==> config.mk <==
export PLATFORM = sky130hd
export DESIGN_NAME = burst_seq
export DESIGN_NICKNAME = d
export VERILOG_FILES = /design/src/rtl/burst_seq_pkg.sv /design/src/rtl/burst_addr_gen.sv /design/src/rtl/burst_beat_timer.sv /design/src/rtl/burst_ctrl.sv /design/src/rtl/burst_seq.sv
export SDC_FILE = /design/constraint.sdc
export NUM_CORES = 1
export LEC_CHECK = 0
export ABC_AREA = 1
export BUFFER_PORTS_ARGS = -buffer_cell sky130_fd_sc_hd__buf_2
export CAP_MARGIN = 20
export CORE_MARGIN = 5
export CORE_UTILIZATION = 55
export CTS_BUF_LIST = sky130_fd_sc_hd__clkbuf_8
export CTS_CLUSTER_DIAMETER = 40
export CTS_CLUSTER_SIZE = 12
export DETAILED_ROUTE_END_ITERATION = 10
export GPL_TIMING_DRIVEN = 0
export MAX_ROUTING_LAYER = met4
export PLACE_DENSITY = 0.89
export SYNTH_ARGS = -nofsm -noshare
export SYNTH_HDL_FRONTEND = slang
export SYNTH_HIERARCHICAL = 1
export SYNTH_SLANG_ARGS = --single-unit
==> constraint.sdc <==
create_clock -name clk_i -period 3.3 [get_ports clk_i]
set_clock_uncertainty 0.05 [all_clocks]
set_input_delay 0.66 -clock clk_i [delete_from_list [all_inputs] [get_ports clk_i]]
set_output_delay 0.66 -clock clk_i [all_outputs]
set_load 0.005 [all_outputs]
==> src/rtl/burst_seq_pkg.sv <==
package burst_seq_pkg;

  typedef enum logic [2:0] {
    ST_IDLE,
    ST_LEAD,
    ST_BEAT,
    ST_TAIL,
    ST_ERR
  } seq_state_e;

  localparam int unsigned LEN_CODE_W = 2;
  localparam int unsigned BEAT_IDX_W = 4;   // up to 16 beats

  // length code -> word count
  function automatic logic [BEAT_IDX_W:0] code_words(input logic [LEN_CODE_W-1:0] code);
    logic [BEAT_IDX_W:0] w;
    unique case (code)
      2'd0:    w = 5'd1;
      2'd1:    w = 5'd4;
      2'd2:    w = 5'd8;
      default: w = 5'd16;
    endcase
    return w;
  endfunction

endpackage

==> src/rtl/burst_addr_gen.sv <==
module burst_addr_gen
  import burst_seq_pkg::*;
#(
  parameter int unsigned ADDR_W       = 16,
  parameter int unsigned IDX_W        = BEAT_IDX_W,
  parameter bit          SUPPORT_WRAP = 1'b1
) (
  input  logic [ADDR_W-1:0]     base_i,
  input  logic [IDX_W-1:0]      idx_i,
  input  logic [LEN_CODE_W-1:0] len_i,
  input  logic                  wrap_i,
  output logic [ADDR_W-1:0]     addr_o
);

  logic [ADDR_W-1:0] span_mask;
  logic [ADDR_W-1:0] lin_addr;

  assign span_mask = ADDR_W'(code_words(len_i) - 5'd1);
  assign lin_addr  = base_i + ADDR_W'(idx_i);

  generate
    if (SUPPORT_WRAP) begin : g_wrap
      // upper bits frozen, low bits roll within the aligned block
      assign addr_o = wrap_i ? ((base_i & ~span_mask) | (lin_addr & span_mask)) : lin_addr;
    end else begin : g_lin
      assign addr_o = lin_addr;
    end
  endgenerate

endmodule

==> src/rtl/burst_beat_timer.sv <==
module burst_beat_timer #(
  parameter int unsigned GAP_W = 4
) (
  input  logic             clk_i,
  input  logic             rst_ni,
  input  logic             load_i,
  input  logic             active_i,
  input  logic [GAP_W-1:0] gap_i,
  input  logic             wait_en_i,
  input  logic             wait_i,
  output logic             fire_o
);

  logic [GAP_W-1:0] cnt_q;
  logic             hold;

  assign hold   = wait_en_i & wait_i;
  assign fire_o = active_i & (cnt_q == '0) & ~hold;

  always_ff @(posedge clk_i or negedge rst_ni) begin
    if (!rst_ni) begin
      cnt_q <= '0;
    end else if (load_i || fire_o) begin
      cnt_q <= gap_i;
    end else if (active_i && (cnt_q != '0)) begin
      cnt_q <= cnt_q - GAP_W'(1);
    end
  end

endmodule

==> src/rtl/burst_ctrl.sv <==
module burst_ctrl
  import burst_seq_pkg::*;
#(
  parameter int unsigned ADDR_W = 16,
  parameter int unsigned IDX_W  = BEAT_IDX_W
) (
  input  logic                  clk_i,
  input  logic                  rst_ni,
  input  logic                  req_valid_i,
  input  logic [ADDR_W-1:0]     req_addr_i,
  input  logic [LEN_CODE_W-1:0] req_len_i,
  input  logic                  req_wrap_i,
  input  logic                  req_write_i,
  input  logic [LEN_CODE_W-1:0] cfg_page_i,
  input  logic                  fire_i,
  output seq_state_e            state_o,
  output logic [ADDR_W-1:0]     base_o,
  output logic [LEN_CODE_W-1:0] len_o,
  output logic                  wrap_o,
  output logic                  write_o,
  output logic [IDX_W-1:0]      idx_o,
  output logic                  trunc_o
);

  seq_state_e            state_q, state_d;
  logic [ADDR_W-1:0]     base_q;
  logic [LEN_CODE_W-1:0] len_q;
  logic                  wrap_q, write_q, trunc_q;
  logic [IDX_W-1:0]      idx_q;

  logic [ADDR_W-1:0] align_mask;
  logic              accept, misalign, over_page, last_beat;

  assign accept     = (state_q == ST_IDLE) && req_valid_i;
  assign align_mask = ADDR_W'(code_words(req_len_i) - 5'd1);
  assign misalign   = !req_wrap_i && (|(req_addr_i & align_mask));
  assign over_page  = req_len_i > cfg_page_i;
  assign last_beat  = idx_q == IDX_W'(code_words(len_q) - 5'd1);

  always_comb begin
    state_d = state_q;
    unique case (state_q)
      ST_IDLE: if (accept) state_d = misalign ? ST_ERR : ST_LEAD;
      ST_LEAD: state_d = ST_BEAT;
      ST_BEAT: if (fire_i && last_beat) state_d = ST_TAIL;
      ST_TAIL: state_d = ST_IDLE;
      ST_ERR:  state_d = ST_IDLE;
      default: state_d = ST_IDLE;
    endcase
  end

  always_ff @(posedge clk_i or negedge rst_ni) begin
    if (!rst_ni) begin
      state_q <= ST_IDLE;
      base_q  <= '0;
      len_q   <= '0;
      wrap_q  <= 1'b0;
      write_q <= 1'b0;
      trunc_q <= 1'b0;
      idx_q   <= '0;
    end else begin
      state_q <= state_d;
      if (accept) begin
        base_q  <= req_addr_i;
        len_q   <= over_page ? cfg_page_i : req_len_i;
        wrap_q  <= req_wrap_i;
        write_q <= req_write_i;
        trunc_q <= over_page && !misalign;
        idx_q   <= '0;
      end else if ((state_q == ST_BEAT) && fire_i && !last_beat) begin
        idx_q <= idx_q + IDX_W'(1);
      end
    end
  end

  assign state_o = state_q;
  assign base_o  = base_q;
  assign len_o   = len_q;
  assign wrap_o  = wrap_q;
  assign write_o = write_q;
  assign idx_o   = idx_q;
  assign trunc_o = trunc_q;

endmodule

==> src/rtl/burst_seq.sv <==
module burst_seq
  import burst_seq_pkg::*;
#(
  parameter int unsigned ADDR_W = 16,
  parameter int unsigned DATA_W = 16,
  parameter int unsigned GAP_W  = 4
) (
  input  logic              clk_i,
  input  logic              rst_ni,
  input  logic              req_valid_i,
  output logic              req_ready_o,
  input  logic [ADDR_W-1:0] req_addr_i,
  input  logic [1:0]        req_len_i,
  input  logic              req_wrap_i,
  input  logic              req_write_i,
  input  logic [1:0]        cfg_page_i,
  input  logic [GAP_W-1:0]  cfg_gap_i,
  input  logic              cfg_wait_en_i,
  input  logic [DATA_W-1:0] wdata_i,
  output logic              wdata_ready_o,
  output logic [DATA_W-1:0] rdata_o,
  output logic              rdata_valid_o,
  output logic              busy_o,
  output logic              trunc_o,
  output logic              err_o,
  output logic [ADDR_W-1:0] mem_addr_o,
  output logic              mem_cs_no,
  output logic              mem_adv_no,
  output logic              mem_oe_no,
  output logic              mem_we_no,
  input  logic              mem_wait_i,
  output logic [DATA_W-1:0] mem_wdata_o,
  input  logic [DATA_W-1:0] mem_rdata_i
);

  localparam int unsigned IDX_W = BEAT_IDX_W;

  seq_state_e            state;
  logic [ADDR_W-1:0]     base;
  logic [LEN_CODE_W-1:0] eff_len;
  logic                  wrap, is_write, fire, in_beat;
  logic [IDX_W-1:0]      idx;
  logic [DATA_W-1:0]     rdata_q;
  logic                  rvalid_q;

  burst_ctrl #(
    .ADDR_W (ADDR_W),
    .IDX_W  (IDX_W)
  ) u_ctrl (
    .clk_i       (clk_i),
    .rst_ni      (rst_ni),
    .req_valid_i (req_valid_i),
    .req_addr_i  (req_addr_i),
    .req_len_i   (req_len_i),
    .req_wrap_i  (req_wrap_i),
    .req_write_i (req_write_i),
    .cfg_page_i  (cfg_page_i),
    .fire_i      (fire),
    .state_o     (state),
    .base_o      (base),
    .len_o       (eff_len),
    .wrap_o      (wrap),
    .write_o     (is_write),
    .idx_o       (idx),
    .trunc_o     (trunc_o)
  );

  assign in_beat = state == ST_BEAT;

  burst_beat_timer #(
    .GAP_W (GAP_W)
  ) u_timer (
    .clk_i     (clk_i),
    .rst_ni    (rst_ni),
    .load_i    (state == ST_LEAD),
    .active_i  (in_beat),
    .gap_i     (cfg_gap_i),
    .wait_en_i (cfg_wait_en_i),
    .wait_i    (mem_wait_i),
    .fire_o    (fire)
  );

  burst_addr_gen #(
    .ADDR_W       (ADDR_W),
    .IDX_W        (IDX_W),
    .SUPPORT_WRAP (1'b1)
  ) u_addr (
    .base_i (base),
    .idx_i  (idx),
    .len_i  (eff_len),
    .wrap_i (wrap),
    .addr_o (mem_addr_o)
  );

  always_ff @(posedge clk_i or negedge rst_ni) begin
    if (!rst_ni) begin
      rdata_q  <= '0;
      rvalid_q <= 1'b0;
    end else begin
      rvalid_q <= fire && !is_write;
      if (fire && !is_write) rdata_q <= mem_rdata_i;
    end
  end

  assign req_ready_o   = state == ST_IDLE;
  assign busy_o        = state != ST_IDLE;
  assign err_o         = state == ST_ERR;
  assign mem_cs_no     = !((state == ST_LEAD) || in_beat || (state == ST_TAIL));
  assign mem_adv_no    = state != ST_LEAD;
  assign mem_oe_no     = !(in_beat && !is_write);
  assign mem_we_no     = !(in_beat && is_write);
  assign wdata_ready_o = fire && is_write;
  assign mem_wdata_o   = wdata_i;
  assign rdata_o       = rdata_q;
  assign rdata_valid_o = rvalid_q;

endmodule

==> summary.md <==
| Metric | Value |
|---|---|
| Die Wd | 85.58 um |
| Clock Power Share | 11.9% |
| Post-synth EDFFs | 0 |
| WP data arrival | 2.26 ns |
| Global route overflow | 0 |
| Via total after detailed routing | 3,155 |
| Placed cells | 612 |
| Switching fraction of total power | 44.37% |
| P_leak | roughly 2.3 nW |
| P&R area growth vs syn | 22.98% |
| Dpl hpwl | 6.224 mm |
| Worst Reg2Reg Path Length in Cells | 9 |
| Max cap viols | 0 |
| Cell Rows | 27 |
| Post-CTS setup buffer count | 0 |
| HP Class | in -> async |
| Placer Congestion | 0.8395 |
| CTS clk-pin slew, worst paths | 0.09 ns |
| Synth Flop Type | dfrtp_1 |
| CTS max path bufs | 2 |
| Slew Limit Fails | 0 |
| Seq pwr share | 38.3% |
| Setup crit start | u_ctrl/state_o[1] |
| Status | complete, no violations |
| Slew @ Worst Pin | 0.4640 ns |
| Final antenna diode count | 0 |
| R2R setup slack | 1.15 ns |
| RSZ-0062 raised after global routing | false |
| GRT Util Overall | 22.42% |
| Gate power share | 49.9% |
| Crit path capture type | output pin |
| Most frequent cells in the layout | 169 x nand2_1, 105 x buf_2, 49 x dfrtp_1 |
| DIE AREA | 7324 um2 |
| Clk Latency, worst-skew pair | 0.30 ns |
| Starting DRC count in detailed routing | about 250 |
| Post-Syn Nets | 509 |
| Worst VDD drop | 0.4914 mV |
| Startpoint Class | register |
| Drt wl/cell | 12.83 um |
| Worst EP required | 2.59 ns |
| Register area share after synthesis | between 30 and 40% |
| CTS root buf | clkbuf_8 |
| CORE AREA | 5540 um2 |
| Fill cells | 482 |
| CTS tree | done |
| Layout cell share with drive strength beyond 1 | between 20% and 30% |
| Final wirelength | 7.967 mm |
| Average size of a mapped cell | 7.206 um2 |
| Non-Filler Instances | 621 |
| CTS Buf Count | 5 |
| CTS sink cnt | 49 |
| DRT antenna net count | 0 |
| Initial Util | 56.71% |
| Initial antenna violation count | 0 |
| Worst-path fanout max | 10 |
| Internal | 0.001629 W |
| Hold Slack | 0.2498 ns |
| First-pass GRT wire length | around 13 mm |
| Crit path time final | ~3.0 ns |
| Max Clock Freq | around 340 MHz |
| Htree depth | 2 |
| Largest net degree at the start of global routing | 50 |
| Setup-violating endpoint count in the final report | 0 |
| DR pass1 iterations | 5 |
| Worst slew margin | 69.07% |
| Ports | 121 |
| Post-cts resize count | 0 |
| Synth warn | 6 |
| Synth unique cells | 29 |
| Critical path class | reg -> out |
| Mapped cell area | about 3100 um2 |
| Nets | 621 |
| Reg-to-Reg Start | u_ctrl/state_o[1] |
| Async SR Flop Fraction | 100.0% |
| Commonest non-fill, non-tap cell in the layout | nand2_1 |
| Die height | approximately 86 um |
| Fin Setup TNS | 0 ns |
| Cell count after synthesis | between 400 and 500 |
| Endpoints failing hold | 0 |
| P per Cell Area | 757.8 nW/um2 |
| Synth Register Bits | 49 |
| Final instance area | 3864 um2 |
| # DRC | 0 |
| Vias in the first global route | 3,051 |
| Port bufs | 104 |
| DP Area | 3752 um2 |
| Vias/cell | between 5 and 6 |
| Worst setup path endpoint | wdata_ready_o |
| Hold Buf Count CTS | 0 |
| Fin crit share | 89.93% |
| Tot Pwr | 0.002928 W |
| Reg2reg end | u_ctrl/idx_o[0] |
| Switching pwr | 0.001299 W |
[worst max-delay path, stage by stage (launching register included)]
cell     delay [ns]
dfrtp_1        0.50
inv_1          0.14
nor3_2         0.36
nand2_2        0.16
nor2_4         0.18
buf_4          0.20
buf_4          0.19
nand2_1        0.07
inv_1          0.06
buf_2          0.11
[power groups by stage]
stage	Sequential [W]	Clock (W)	Combinational [W]
floorplan	0.00107	0	0.000961
global placement	0.00111	0	0.00139
detailed placement	0.00112	0	0.00145
CTS	0.00111	0.000358	0.00146
global route	0.00116	0.000383	0.00167
finish	0.00112	0.000348	0.00146
[area by class of cell]
type                       instances  area, um2  area share, %
buffer                            25      200.2          5.181
clock buffer                       5      68.82          1.781
clock inverter                     3      17.52         0.4534
inverter                          51      191.4          4.955
multi-input combinational        311       1529          39.57
sequential                        49       1226          31.74
tap                               72      90.09          2.332
timing repair buffer             105      540.5          13.99
[how the worst min path moves through the flow]
stage,to,depth (start not counted),startpoint,slack (ns)
floorplan,rdata_o[0],0,rst_ni,0.31
global placement,rdata_o[7],2,rdata_o[7],0.40
detailed placement,rdata_o[7],2,rdata_o[7],0.40
CTS,rdata_o[7],2,rdata_o[7],0.42
global route,rdata_o[1],1,rst_ni,0.27
finish,rdata_o[1],1,rst_ni,0.25
[sequential cells by signal, summed over array words and instances, names as in the netlist]
name	count
u_ctrl/len_o	2
u_ctrl/base_o	16
u_ctrl/state_o	3
u_ctrl/write_o	1
rdata_o	16
u_ctrl/wrap_o	1
u_timer/cnt_q	4
u_ctrl/idx_o	4
rdata_valid_o	1
u_ctrl/trunc_o	1
[logic make-up after synthesis]
family	share of synthesized area (%)
flops	39.03
fa+ha+maj	4.222
xor+xnor	2.230
buf+inv	12.46
simple gates	37.79
compound gates	4.261
[metal layers]
layer	wire, um	global-route usage, %	part of all wire [%]
met5	0	-	0
met4	45	4.029	0.56
met3	675	4.419	8.5
met2	3947	39.05	50
met1	3298	27.29	41
[Yosys cell counts, types with 5 or more instances]
library cell  count  share of area [%]
a21oi_1           5               0.80
buf_4            20                4.8
dfrtp_1          49                 39
ha_1              9                3.6
inv_1            46                5.5
inv_2             5               0.60
nand2_1         169                 20
nand2_2           6                1.2
nand3_1          48                7.6
nand4_1           6                1.2
nor2_1           25                3.0
o21ai_0           8                1.3
xor2_1            5                1.4
[per-stage QoR]
stage / util (%) / setup WS [ns]
3_3_place_gp: 67.73 / 0.4922
4_1_cts: 69.29 / 0.1129
3_5_place_dp: 67.73 / 0.4520
6_report: 69.74 / 0.3322
5_1_grt: 69.74 / 0.1651
2_1_floorplan: - / 0.8217
(Power assumes the default switching activity.)
